--- config.mk ---
export PLATFORM = sky130hd
export DESIGN_NAME = uart_irq_ident
export DESIGN_NICKNAME = d
export VERILOG_FILES = /design/src/rtl/uart_irq_pkg.sv /design/src/rtl/uart_irq_enable.sv /design/src/rtl/uart_irq_causes.sv /design/src/rtl/uart_irq_prio.sv /design/src/rtl/uart_irq_ident.sv
export SDC_FILE = /design/constraint.sdc
export NUM_CORES = 1
export LEC_CHECK = 0
export ABC_CLOCK_PERIOD_IN_PS = 1300
export BUFFER_PORTS_ARGS = -buffer_cell sky130_fd_sc_hd__buf_4
export CAP_MARGIN = 20
export CORE_ASPECT_RATIO = 0.8
export CORE_MARGIN = 8
export CORE_UTILIZATION = 38
export CTS_CLUSTER_SIZE = 16
export DETAILED_ROUTE_END_ITERATION = 12
export GPL_TIMING_DRIVEN = 0
export PLACE_DENSITY = 0.84
export SETUP_SLACK_MARGIN = 0.05
export SLEW_MARGIN = 10
export SYNTH_ARGS = -nofsm -noshare
export SYNTH_HDL_FRONTEND = slang
export SYNTH_SLANG_ARGS = --single-unit
--- constraint.sdc ---
create_clock -name clk -period 1.3 [get_ports clk]
set_input_delay 0.065 -clock clk [delete_from_list [all_inputs] [get_ports clk]]
set_output_delay 0.065 -clock clk [all_outputs]
set_load 0.05 [all_outputs]
--- src/rtl/uart_irq_pkg.sv ---
package uart_irq_pkg;

    localparam int NUM_CAUSES = 5;

    typedef enum logic [3:0] {
        ID_MODEM   = 4'h0,
        ID_NONE    = 4'h1,
        ID_THRE    = 4'h2,
        ID_RXDATA  = 4'h4,
        ID_LINE    = 4'h6,
        ID_TIMEOUT = 4'hC
    } irq_id_e;

    // Rank 0 is the highest priority.
    function automatic irq_id_e id_of_rank(input int rank);
        case (rank)
            0:       return ID_LINE;
            1:       return ID_TIMEOUT;
            2:       return ID_RXDATA;
            3:       return ID_THRE;
            default: return ID_MODEM;
        endcase
    endfunction

    function automatic logic [7:0] ident_byte(input logic fifo_on, input irq_id_e id);
        return {{2{fifo_on}}, 2'b00, id};
    endfunction

endpackage

--- src/rtl/uart_irq_enable.sv ---
module uart_irq_enable
    import uart_irq_pkg::*;
(
    input  logic       clk,
    input  logic       rst,
    input  logic       ier_wr_en,
    input  logic [7:0] ier_wr_data,
    input  logic       thr_wr,
    input  logic       iir_rd,
    input  logic [3:0] shown_id,
    input  logic       thr_empty,
    output logic [3:0] ier_q,
    output logic       thre_pend
);

    logic thr_empty_q;
    logic bit1_change;
    logic empty_rise;

    assign bit1_change = ier_wr_en && (ier_wr_data[1] != ier_q[1]);
    assign empty_rise  = thr_empty && !thr_empty_q;

    always_ff @(posedge clk) begin
        if (rst) begin
            ier_q       <= '0;
            thre_pend   <= 1'b0;
            thr_empty_q <= 1'b1;
        end else begin
            thr_empty_q <= thr_empty;
            if (ier_wr_en) begin
                ier_q <= ier_wr_data[3:0];
            end
            if (bit1_change) begin
                thre_pend <= ier_wr_data[1] && thr_empty;
            end else if (thr_wr) begin
                thre_pend <= 1'b0;
            end else if (iir_rd && shown_id == ID_THRE) begin
                thre_pend <= 1'b0;
            end else if (empty_rise) begin
                thre_pend <= 1'b1;
            end
        end
    end

endmodule

--- src/rtl/uart_irq_causes.sv ---
module uart_irq_causes
    import uart_irq_pkg::*;
#(
    parameter int CNT_W = 5
) (
    input  logic [3:0]            ier_q,
    input  logic                  fifo_en,
    input  logic [3:0]            lsr_err,
    input  logic                  data_ready,
    input  logic [CNT_W-1:0]      rx_count,
    input  logic [CNT_W-1:0]      rx_trigger,
    input  logic                  timeout_pend,
    input  logic                  thre_pend,
    input  logic [3:0]            msr_delta,
    output logic [NUM_CAUSES-1:0] req_by_rank
);

    logic fill_ok;

    assign fill_ok = !fifo_en || (rx_count >= rx_trigger);

    always_comb begin
        req_by_rank    = '0;
        req_by_rank[0] = ier_q[2] && (|lsr_err);
        req_by_rank[1] = ier_q[0] && timeout_pend;
        req_by_rank[2] = ier_q[0] && data_ready && fill_ok;
        req_by_rank[3] = ier_q[1] && thre_pend;
        req_by_rank[4] = ier_q[3] && (|msr_delta);
    end

endmodule

--- src/rtl/uart_irq_prio.sv ---
module uart_irq_prio
    import uart_irq_pkg::*;
(
    input  logic [NUM_CAUSES-1:0] req_by_rank,
    output irq_id_e               id
);

    logic [NUM_CAUSES-1:0] grant;

    generate
        for (genvar r = 0; r < NUM_CAUSES; r++) begin : g_rank
            if (r == 0) begin : g_top
                assign grant[r] = req_by_rank[r];
            end else begin : g_lower
                assign grant[r] = req_by_rank[r] && !(|req_by_rank[r-1:0]);
            end
        end
    endgenerate

    always_comb begin
        id = ID_NONE;
        for (int r = 0; r < NUM_CAUSES; r++) begin
            if (grant[r]) begin
                id = id_of_rank(r);
            end
        end
    end

endmodule

--- src/rtl/uart_irq_ident.sv ---
module uart_irq_ident
    import uart_irq_pkg::*;
#(
    parameter int CNT_W = 5
) (
    input  logic             clk,
    input  logic             rst,
    input  logic             ier_wr_en,
    input  logic [7:0]       ier_wr_data,
    input  logic             thr_wr,
    input  logic             iir_rd,
    input  logic             fifo_en,
    input  logic [3:0]       lsr_err,
    input  logic             data_ready,
    input  logic [CNT_W-1:0] rx_count,
    input  logic [CNT_W-1:0] rx_trigger,
    input  logic             timeout_pend,
    input  logic             thr_empty,
    input  logic [3:0]       msr_delta,
    output logic [7:0]       ier_rd,
    output logic [7:0]       iir_q,
    output logic             irq
);

    logic [3:0]            ier_q;
    logic                  thre_pend;
    logic [NUM_CAUSES-1:0] req_by_rank;
    irq_id_e               win_id;

    uart_irq_enable u_enable (
        .clk         (clk),
        .rst         (rst),
        .ier_wr_en   (ier_wr_en),
        .ier_wr_data (ier_wr_data),
        .thr_wr      (thr_wr),
        .iir_rd      (iir_rd),
        .shown_id    (iir_q[3:0]),
        .thr_empty   (thr_empty),
        .ier_q       (ier_q),
        .thre_pend   (thre_pend)
    );

    uart_irq_causes #(.CNT_W(CNT_W)) u_causes (
        .ier_q        (ier_q),
        .fifo_en      (fifo_en),
        .lsr_err      (lsr_err),
        .data_ready   (data_ready),
        .rx_count     (rx_count),
        .rx_trigger   (rx_trigger),
        .timeout_pend (timeout_pend),
        .thre_pend    (thre_pend),
        .msr_delta    (msr_delta),
        .req_by_rank  (req_by_rank)
    );

    uart_irq_prio u_prio (
        .req_by_rank (req_by_rank),
        .id          (win_id)
    );

    always_ff @(posedge clk) begin
        if (rst) begin
            iir_q <= ident_byte(1'b0, ID_NONE);
            irq   <= 1'b0;
        end else begin
            iir_q <= ident_byte(fifo_en, win_id);
            irq   <= (win_id != ID_NONE);
        end
    end

    assign ier_rd = {4'b0000, ier_q};

endmodule

==> flow_metrics.py, run 1 <==
metrics = {
    "synthesis": {
        "synth-seq-area-share_pct": 36.6,
        "ys_seq_elements": 12,
        "syn_area_sq_um": 656,
        "yosys.cell_types.count": 27,
        "syn_inst": 73,
        "yosysWarningCount": 0,
        "synth_area_per_cell_sq_um": 8.98,
    },
    "setup_path": {
        "cp-end-kind": "flop",
        "worst-path-max-fanout": 5,
        "required_ps": 1460,
        "regToRegEndpoint": "iir_q[0]$_SDFF_PP1_",
        "rr_worst_depth": 3,
        "critical_path_class": "flop to flop",
        "r2r-start": "u_enable.ier_q[0]$_SDFFE_PP0P_",
        "critical_path.startpoint_type": "flop",
        "reg2reg_slack_ps": 230,
        "crit_arrival_ps": 1230,
    },
    "status": {
        "status": "finished clean",
    },
    "power": {
        "leakage_nw": 0.548,
        "peakVddDrop_v": 0.000455,
        "power_density_mw_per_mm2": 968,
    },
    "detailed_routing": {
        "drc": 0,
        "wl_mm": 1.79,
        "antenna_left": 0,
        "viasPerCell": 4.71,
        "drt_first_pass_iters": 4,
        "vias": 683,
        "drtIter0Drc": 20,
        "wl_per_cell_um": 12.4,
    },
    "hold_path": {
        "hp-class": "primary input to flop",
        "hold_path_depth": 3,
        "min_to": "u_enable.ier_q[2]$_SDFFE_PP0P_",
        "hp-start": "ier_wr_data[2]",
    },
    "cells_and_area": {
        "area_growth_pct": 60.3,
        "fin_area_sq_mm": 0.00105,
        "nets": 164,
        "layout_commonest_cell": "buf_4",
        "fin_util_pct": 64.6,
        "instances_no_fill": 145,
        "n_fill_cell": 148,
        "drive_above_1_share_pct": 46.3,
        "n_antenna_cell": 0,
        "layout_common_cells": "buf_4 (47), dfxtp_1 (10), nor2_1 (9)",
    },
    "placed_design": {
        "dp_cells": 140,
        "numPortBuffers": 40,
        "gp_routability_congestion": 0.677,
        "hpwl_mm": 1.54,
        "place_area_sq_mm": 0.00100,
    },
    "clocking": {
        "clk_latency_ps": 270,
        "cts_tree": "yes",
        "clockRootBuffer": "clkbuf_4",
        "path_clk_slew_ps": 80,
        "h-tree-depth": 1,
        "clockBufferDepth": 2,
        "numCtsBuffers": 3,
        "cts.sinks": 12,
    },
    "global_routing": {
        "grt-busiest-layer": "met2",
        "use_met2_pct": 19.6,
        "use_met1_pct": 10.6,
        "grt_max_degree": 11,
        "use_met3_pct": 3.16,
        "antenna_found_initial": 0,
        "grt_use_total_pct": 10.3,
        "overflow": 0,
        "grt_pass1_vias": 654,
        "grt_pass1_wl_mm": 2.80,
    },
    "sta": {
        "fin_skew_ps": 6.08,
        "hold_violations": 0,
        "slew_viol_final": 0,
        "rsz0062_at_grt": "no",
        "relSlewSlack_pct": 63.7,
        "holdWs_ps": 28.5,
        "tightest_slew_ps": 537,
        "max_freq_mhz": 932,
        "fin_crit_ps": 1070,
        "setup_viol": 0,
        "final_min_period_over_clock_period_pct": 82.5,
    },
    "floorplanning": {
        "ioPinCount": 52,
        "die_x_um": 62.4,
        "core_region_area_sq_mm": 0.00163,
        "row_count": 13,
        "initial_core_util_pct": 40.3,
        "fp.dieH_um": 53.2,
        "dieArea_sq_mm": 0.00332,
    },
    "flow_run": {
        "maxCapViolCount": 0,
    },
}
## cells in the mapped netlist
library cell	instances	area (sq um)
buf_4	7	52.6
a31oi_1	1	6.26
a41oi_1	1	8.76
clkbuf_1	1	3.75
a21o_1	1	7.51
inv_1	8	30.0
o221a_2	1	11.3
conb_1	1	3.75
o21ai_0	1	5.00
nand4_1	2	12.5
nor2_1	9	33.8
o2111ai_1	1	8.76
mux2i_1	4	40.0
a21oi_1	2	10.0
nor3b_1	1	7.51
dfxtp_1	12	240
nand2b_1	1	6.26
a211oi_1	1	7.51
o2bb2ai_1	1	8.76
o41ai_4	1	27.5
or2_2	1	6.26
o41ai_1	1	8.76
a41o_1	1	10.0
nand2_1	6	22.5
nor4b_1	1	8.76
buf_2	1	5.00
ha_1	5	62.6
## flip-flops by register name, summed over array words and instances (netlist names)
name,flops
u_enable.thr_empty_q,1
u_enable.thre_pend,1
irq,1
u_enable.ier_q,4
iir_q,5
## layer usage
layer,vias up,part of all wire (%)
met4,0,2.0
met2,37,53
met5,-,0
li1,341,-
met1,301,35
met3,4,10
## what timing repair did
action	4_1_cts	5_1_grt
hold buffers	1	0
resized for setup	0	0
endpoints found under the hold margin	1	0
setup buffers	0	0
## layout make-up
cell class	count	area (sq um)	share of cell area, %
inverter	8	30.0	2.86
timing repair buffer	41	310	29.5
multi-input combinational	49	343	32.6
clock buffer	4	36.3	3.45
buffer	9	61.3	5.83
sequential	12	243	23.1
tap	22	27.5	2.62
## where the power goes
group	internal (mW)	switching, mW
sequential	0.390	0.0151
clock	0.170	0.124
combinational	0.137	0.182
total	0.697	0.321
## per-stage QoR
stage	TNS [ps]	worst slack, ps	total power, mW
3_3_place_gp	-29.3	-29.3	0.724
6_report	0	227	1.02
2_1_floorplan	0	76.1	0.607
3_5_place_dp	-32.7	-29.3	0.731
5_1_grt	0	159	1.07
4_1_cts	0	233	1.03
## kinds of logic after synthesis
| group | synth area share (%) |
|---|---|
| buffers and inverters | 13.9 |
| muxes | 6.11 |
| AOI/OAI and AO/OA | 18.3 |
| adders and majority gates | 9.54 |
| DFF | 36.6 |
| other | 0.572 |
| and+or+nand+nor | 14.9 |
## worst max-delay path, cell delays in order, from the launching register on
cell and delay, ps:
dfxtp_2 370, nand4_1 80, o221a_2 300, a41o_1 210
## how the worst max path moves through the flow
stage	start	end	slack, ps	cells past startpoint
after floorplan	u_enable.ier_q[0]$_SDFFE_PP0P_	iir_q[0]$_SDFF_PP1_	80	3
after global placement	rx_count[2]	irq$_SDFF_PP0_	-30	6
after detailed placement	rx_count[2]	irq$_SDFF_PP0_	-30	6
after CTS	u_enable.ier_q[0]$_SDFFE_PP0P_	iir_q[0]$_SDFF_PP1_	230	3
after global routing	iir_q[0]$_SDFF_PP1_	u_enable.thre_pend$_SDFFE_PP0P_	160	4
final	u_enable.ier_q[0]$_SDFFE_PP0P_	iir_q[0]$_SDFF_PP1_	230	3
(Power assumes the default switching activity.)
==> run 2: changes to the inputs <==
--- a/config.mk
+++ b/config.mk
@@ -5,7 +5,7 @@
 export SDC_FILE = /design/constraint.sdc
 export NUM_CORES = 1
 export LEC_CHECK = 0
-export ABC_CLOCK_PERIOD_IN_PS = 1300
+export ABC_CLOCK_PERIOD_IN_PS = 1050
 export BUFFER_PORTS_ARGS = -buffer_cell sky130_fd_sc_hd__buf_4
 export CAP_MARGIN = 20
 export CORE_ASPECT_RATIO = 0.8
==> constraint.sdc (replaced) <==
create_clock -name clk -period 1.05 [get_ports clk]
set_input_delay 0.0525 -clock clk [delete_from_list [all_inputs] [get_ports clk]]
set_output_delay 0.0525 -clock clk [all_outputs]
set_load 0.05 [all_outputs]
==> flow_metrics.py, run 2 (synthesis gave the netlist of run 1 again) <==
metrics = {
    "power": {
        "leakage_nw": 0.566,
        "p_seq_share_pct": 39.2,
        "power.internal_mw": 0.877,
        "pwr-share-comb_pct": 33.1,
        "p_sw_mw": 0.400,
        "power_density_mw_per_mm2": 1130,
        "peakVddDrop_v": 0.000966,
        "total_power_mw": 1.28,
        "switching_share_pct": 31.3,
        "pwr-share-clk_pct": 27.7,
    },
    "cells_and_area": {
        "largestRegisters": "iir_q: 5 flops, u_enable.ier_q: 4 flops",
        "largest_register": "iir_q",
        "n_fill_cell": 135,
        "layout_common_cells": "buf_4 (48), nor2_1 (9), inv_1 (8)",
        "area_growth_pct": 71.9,
        "layout_commonest_cell": "buf_4",
        "largest_reg_flops": 5,
        "drive_above_1_share_pct": 56.5,
        "nets": 165,
        "multiInputGateArea_sq_um": 394,
        "regArea_sq_um": 260,
        "n_antenna_cell": 0,
        "instances_no_fill": 146,
    },
    "setup_path": {
        "cpLargestDelayFamily": "compound AO/OA/AOI/OAI gates",
        "cp_cell_sequence": "nand4_1 > o221a_4 > a41o_1",
        "required_ps": 1220,
        "critical_path.startpoint_type": "flop",
        "cp-end-kind": "flop",
        "cp_num_buf_inv": 0,
        "worst-path-max-fanout": 4,
        "crit_arrival_ps": 1210,
        "critical_path_class": "flop to flop",
        "crit_slowest_cell": "dfxtp_4",
        "critPathMaxStageDelay_ps": 360,
    },
    "global_routing": {
        "use_met2_pct": 21.3,
        "grt-busiest-layer": "met2",
        "grt_max_degree": 11,
        "use_met3_pct": 5.89,
        "overflow": 0,
        "grt_use_total_pct": 11.2,
        "antenna_found_initial": 0,
        "grt_pass1_vias": 707,
        "grt_pass1_wl_mm": 3.02,
        "use_met1_pct": 11.2,
    },
    "sta": {
        "tightest_slew_ps": 569,
        "slew_viol_final": 0,
        "fin_crit_ps": 1050,
        "fin_tns_setup_ps": 0,
        "relSlewSlack_pct": 61.5,
        "setup_viol": 0,
        "holdWs_ps": 11.0,
        "hold_violations": 0,
        "fin_ws_ps": 2.20,
        "fin_skew_ps": 2.51,
        "final_min_period_over_clock_period_pct": 99.8,
        "max_freq_mhz": 954,
        "rsz0062_at_grt": "yes",
    },
    "placed_design": {
        "numPortBuffers": 40,
        "place_ws_ps": -250,
        "hpwl_mm": 1.55,
        "gp_routability_congestion": 0.662,
        "dp_cells": 140,
    },
    "detailed_routing": {
        "drtIter0Drc": 6,
        "wl_per_cell_um": 12.6,
        "viasPerCell": 4.64,
        "antenna_left": 0,
        "drc": 0,
        "wl_mm": 1.84,
        "drt_first_pass_iters": 4,
        "vias": 677,
    },
    "floorplanning": {
        "ioPinCount": 52,
        "initial_core_util_pct": 40.3,
        "die_x_um": 62.4,
        "row_count": 13,
        "core_region_area_sq_mm": 0.00163,
        "dieArea_sq_mm": 0.00332,
        "fp.dieH_um": 53.2,
    },
    "clocking": {
        "cts.sinks": 12,
        "clk_latency_ps": 270,
        "path_clk_slew_ps": 70,
        "h-tree-depth": 1,
        "numCtsBuffers": 3,
        "clockBufferDepth": 2,
        "cts_tree": "yes",
        "clockRootBuffer": "clkbuf_4",
    },
    "hold_path": {
        "hp-class": "primary input to flop",
    },
    "flow_run": {
        "maxCapViolCount": 0,
    },
    "status": {
        "status": "finished clean",
    },
}
run 2: layout make-up:
| cell class | instances | share of cell area (%) |
|---|---|---|
| Timing Repair Buffer | 42 | 28.2 |
| Inverter | 8 | 2.66 |
| Clock buffer | 4 | 3.22 |
| Buffer | 9 | 5.44 |
| Multi-Input combinational cell | 49 | 35.0 |
| Tap cell | 22 | 2.44 |
| Sequential cell | 12 | 23.1 |
run 2: per-stage QoR:
| step | utilization (%) | area (sq um) |
|---|---|---|
| after floorplan | - | 701 |
| after global placement | 63.2 | 1030 |
| after detailed placement | 63.2 | 1030 |
| after CTS | 68.9 | 1120 |
| after global routing | 69.3 | 1130 |
| final | 69.3 | 1130 |
run 2: repair_timing:
action	4_1_cts	5_1_grt
setup endpoints to repair	3	4
gates resized for setup	5	1
hold buffers	1	0
buffers inserted	1	0
pin swaps	2	0
hold endpoints to repair	1	0
run 2: final timing paths:
| kind | start | to | slack [ps] | cells after the start |
|---|---|---|---|---|
| setup / recovery | u_enable.ier_q[0]$_SDFFE_PP0P_ | iir_q[0]$_SDFF_PP1_ | 2 | 3 |
| setup reg to reg | u_enable.ier_q[0]$_SDFFE_PP0P_ | iir_q[0]$_SDFF_PP1_ | 2 | 3 |
| hold reg to reg | u_enable.ier_q[1]$_SDFFE_PP0P_ | u_enable.thre_pend$_SDFFE_PP0P_ | 500 | 1 |
| hold / removal | rst | u_enable.thr_empty_q$_SDFF_PP1_ | 10 | 2 |
run 2: power by group through the flow:
| stage | Sequential (mW) | Combinational [mW] | Clock [mW] |
|---|---|---|---|
| 2_1_floorplan | 0.592 | 0.159 | 0 |
| 3_3_place_gp | 0.510 | 0.384 | 0 |
| 3_5_place_dp | 0.512 | 0.392 | 0 |
| 4_1_cts | 0.501 | 0.418 | 0.360 |
| 5_1_grt | 0.505 | 0.452 | 0.380 |
| 6_report | 0.501 | 0.422 | 0.354 |
run 2: per-layer routing:
layer / routed length [um] / up-vias
li1: - / 344
met1: 752 / 304
met2: 922 / 29
met3: 164 / 0
met4: 0 / 0
met5: 0 / -
==> run 3: changes to the inputs <==
--- a/config.mk
+++ b/config.mk
@@ -10,7 +10,7 @@
 export CAP_MARGIN = 20
 export CORE_ASPECT_RATIO = 0.8
 export CORE_MARGIN = 8
-export CORE_UTILIZATION = 38
+export CORE_UTILIZATION = 39
 export CTS_CLUSTER_SIZE = 16
 export DETAILED_ROUTE_END_ITERATION = 12
 export GPL_TIMING_DRIVEN = 0
@@ -19,4 +19,5 @@
 export SLEW_MARGIN = 10
 export SYNTH_ARGS = -nofsm -noshare
 export SYNTH_HDL_FRONTEND = slang
+export SYNTH_HIERARCHICAL = 1
 export SYNTH_SLANG_ARGS = --single-unit
==> flow_metrics.py, run 3 <==
metrics = {
    "cells_and_area": {
        "largestRegisters": "iir_q: 5 flops, u_enable/ier_q: 4 flops",
        "n_fill_cell": 107,
        "area_growth_pct": 86.5,
        "largest_reg_flops": 5,
        "layout_commonest_cell": "buf_4",
        "multiInputGateArea_sq_um": 502,
        "layout_common_cells": "buf_4 (46), nor2_1 (6), conb_1 (6), buf_6 (6), dfxtp_1 (5)",
        "largest_register": "iir_q",
        "drive_above_1_share_pct": 65.6,
        "nets": 169,
        "n_antenna_cell": 0,
        "regArea_sq_um": 259,
        "fin_area_sq_mm": 0.00129,
    },
    "status": {
        "violations": "negative setup slack",
        "status": "finished with violations",
    },
    "sta": {
        "hold_violations": 0,
        "holdWs_ps": 12.7,
        "setup_viol": 4,
        "fin_skew_ps": 8.27,
        "fin_crit_ps": 1460,
        "rsz0062_at_grt": "yes",
        "final_min_period_over_clock_period_pct": 139,
        "slew_viol_final": 0,
        "max_freq_mhz": 684,
        "fin_ws_ps": -412,
    },
    "placed_design": {
        "hpwl_mm": 1.72,
        "numPortBuffers": 40,
        "gp_routability_congestion": 0.763,
        "place_area_sq_mm": 0.00113,
    },
    "setup_path": {
        "critical_path.startpoint_type": "primary input",
        "required_ps": 1220,
        "critical_path_class": "primary input to flop",
        "reg2reg_slack_ps": -400,
        "cp-end-kind": "flop",
        "crit_slowest_cell": "or3_4",
        "critPathMaxStageDelay_ps": 380,
        "cp_cell_sequence": "buf_6 > inv_4 > ha_4 > a21o_1 > a31oi_2 > o22ai_2 > or3_4 > nor3_4 > nor4b_4 > nor2_1",
        "crit_arrival_ps": 1640,
        "worst-path-max-fanout": 3,
    },
    "synthesis": {
        "syn_area_sq_um": 694,
        "yosysTopAreaCellShare_pct": 34.6,
        "synth_most_common_cell": "dfxtp_1",
        "synth_area_per_cell_sq_um": 9.51,
        "synthFlopType": "dfxtp_1",
        "ys_seq_elements": 12,
        "synth-seq-area-share_pct": 34.6,
        "syn_inst": 73,
        "synth_edf_count": 0,
        "synth_top_cell_by_area": "dfxtp_1",
        "yosysWarningCount": 6,
        "synthTopCellsByCount": "dfxtp_1 (12), buf_4 (7), inv_1 (6), nor2_1 (6), nor2b_1 (6)",
        "synth.area.top_cells": "dfxtp_1 (35%), ha_1 (9.0%), buf_4 (7.6%), nor2b_1 (5.4%), mux2i_1 (4.3%)",
        "yosys.cell_types.count": 30,
        "synthArstFlopShare_pct": 0,
    },
    "floorplanning": {
        "dieArea_sq_mm": 0.00340,
        "initial_core_util_pct": 42.3,
        "row_count": 13,
        "die_x_um": 63.2,
        "fp.dieH_um": 53.7,
        "ioPinCount": 52,
        "core_region_area_sq_mm": 0.00164,
    },
    "detailed_routing": {
        "drtIter0Drc": 7,
        "antenna_left": 0,
        "drt_first_pass_iters": 4,
        "drc": 0,
        "wl_per_cell_um": 17.6,
        "vias": 733,
        "viasPerCell": 4.89,
        "wl_mm": 2.64,
    },
    "clocking": {
        "clockBufferDepth": 2,
        "cts_tree": "yes",
        "path_clk_slew_ps": 80,
        "numCtsBuffers": 3,
        "clockRootBuffer": "clkbuf_4",
        "cts.sinks": 12,
        "h-tree-depth": 1,
        "clk_latency_ps": 280,
    },
    "power": {
        "power_density_mw_per_mm2": 1090,
        "peakVddDrop_v": 0.000782,
        "leakage_nw": 0.629,
        "total_power_mw": 1.42,
    },
    "global_routing": {
        "overflow": 0,
        "grt_pass1_wl_mm": 3.91,
        "grt_use_total_pct": 15.0,
        "antenna_found_initial": 0,
        "grt_pass1_vias": 853,
        "grt_max_degree": 14,
    },
    "hold_path": {
        "hp-class": "primary input to flop",
    },
    "flow_run": {
        "maxCapViolCount": 0,
    },
}
## run 3: changes by cell type after synthesis, moves of 2 or more
cell and change:
inv_1 -2, nor2_1 -3, and2_1 +2, nand2_1 -5
nor2b_1 +6, or2_1 +2, o41a_1 +2
## run 3: where the power goes
| part | internal, mW | switching [mW] |
|---|---|---|
| combinational | 0.253 | 0.288 |
| sequential | 0.481 | 0.0210 |
| clock | 0.211 | 0.162 |
| total | 0.945 | 0.470 |
## run 3: worst paths after layout
path	from	cells after the start	to
max	rx_trigger[2]	10	irq$_SDFF_PP0_
min	ier_wr_data[2]	3	u_enable/ier_q[2]$_SDFFE_PP0P_
max reg2reg	u_enable/ier_q[0]$_SDFFE_PP0P_	6	irq$_SDFF_PP0_
min reg2reg	u_enable/ier_q[1]$_SDFFE_PP0P_	2	u_enable/ier_q[1]$_SDFFE_PP0P_
## run 3: layout make-up
class | count | area share [%]
Tap cell | 22 | 2.13
Inverter | 6 | 2.90
Clock buffer | 4 | 2.80
Timing Repair Buffer | 46 | 28.5
Buffer | 8 | 4.93
Multi-Input combinational cell | 52 | 38.7
Sequential cell | 12 | 20.0
## run 3: cell families (layout without fill, tap and decap cells)
family                     Yosys count  in the layout  share of synthesized area, %
and+or+nand+nor                     26             26                          25.6
buffers and inverters               14             64                          12.4
DFF                                 12             12                          34.6
AOI/OAI and AO/OA                   11             11                          12.3
adders and majority gates            5              5                          9.01
muxes                                3              3                          4.32
other                                1              6                         0.540
xor gates and xnor gates             1              1                          1.26
## run 3: routing by layer
layer | track usage (%) | wire length, um
met1 | 12.5 | 951
met2 | 30.1 | 1340
met3 | 6.63 | 204
met4 | 8.86 | 139
met5 | 0 | 0
## run 3: stage by stage
step | utilization [%] | TNS (ps) | setup WS [ps] | cells
2_1_floorplan | - | -852 | -392 | 78
3_3_place_gp | 68.9 | -1740 | -659 | 140
3_5_place_dp | 68.9 | -1870 | -714 | 140
4_1_cts | 76.4 | -672 | -360 | 149
5_1_grt | 78.8 | -1100 | -495 | 150
6_report | 78.8 | -853 | -412 | 150
## run 3: timing repair
action	4_1_cts	5_1_grt
hold endpoints to repair	2	0
resized for setup	9	9
setup endpoints to repair	5	8
hold buffers	2	0
pin swaps	5	2
setup buffers	3	1
gates cloned	0	0
## run 3: worst max-delay path, delay by kind of cell
| family | cells | cell delay [ps] |
|---|---|---|
| buf+inv | 2 | 150 |
| fa+ha+maj | 1 | 190 |
| simple gates | 4 | 810 |
| compound gates | 3 | 440 |
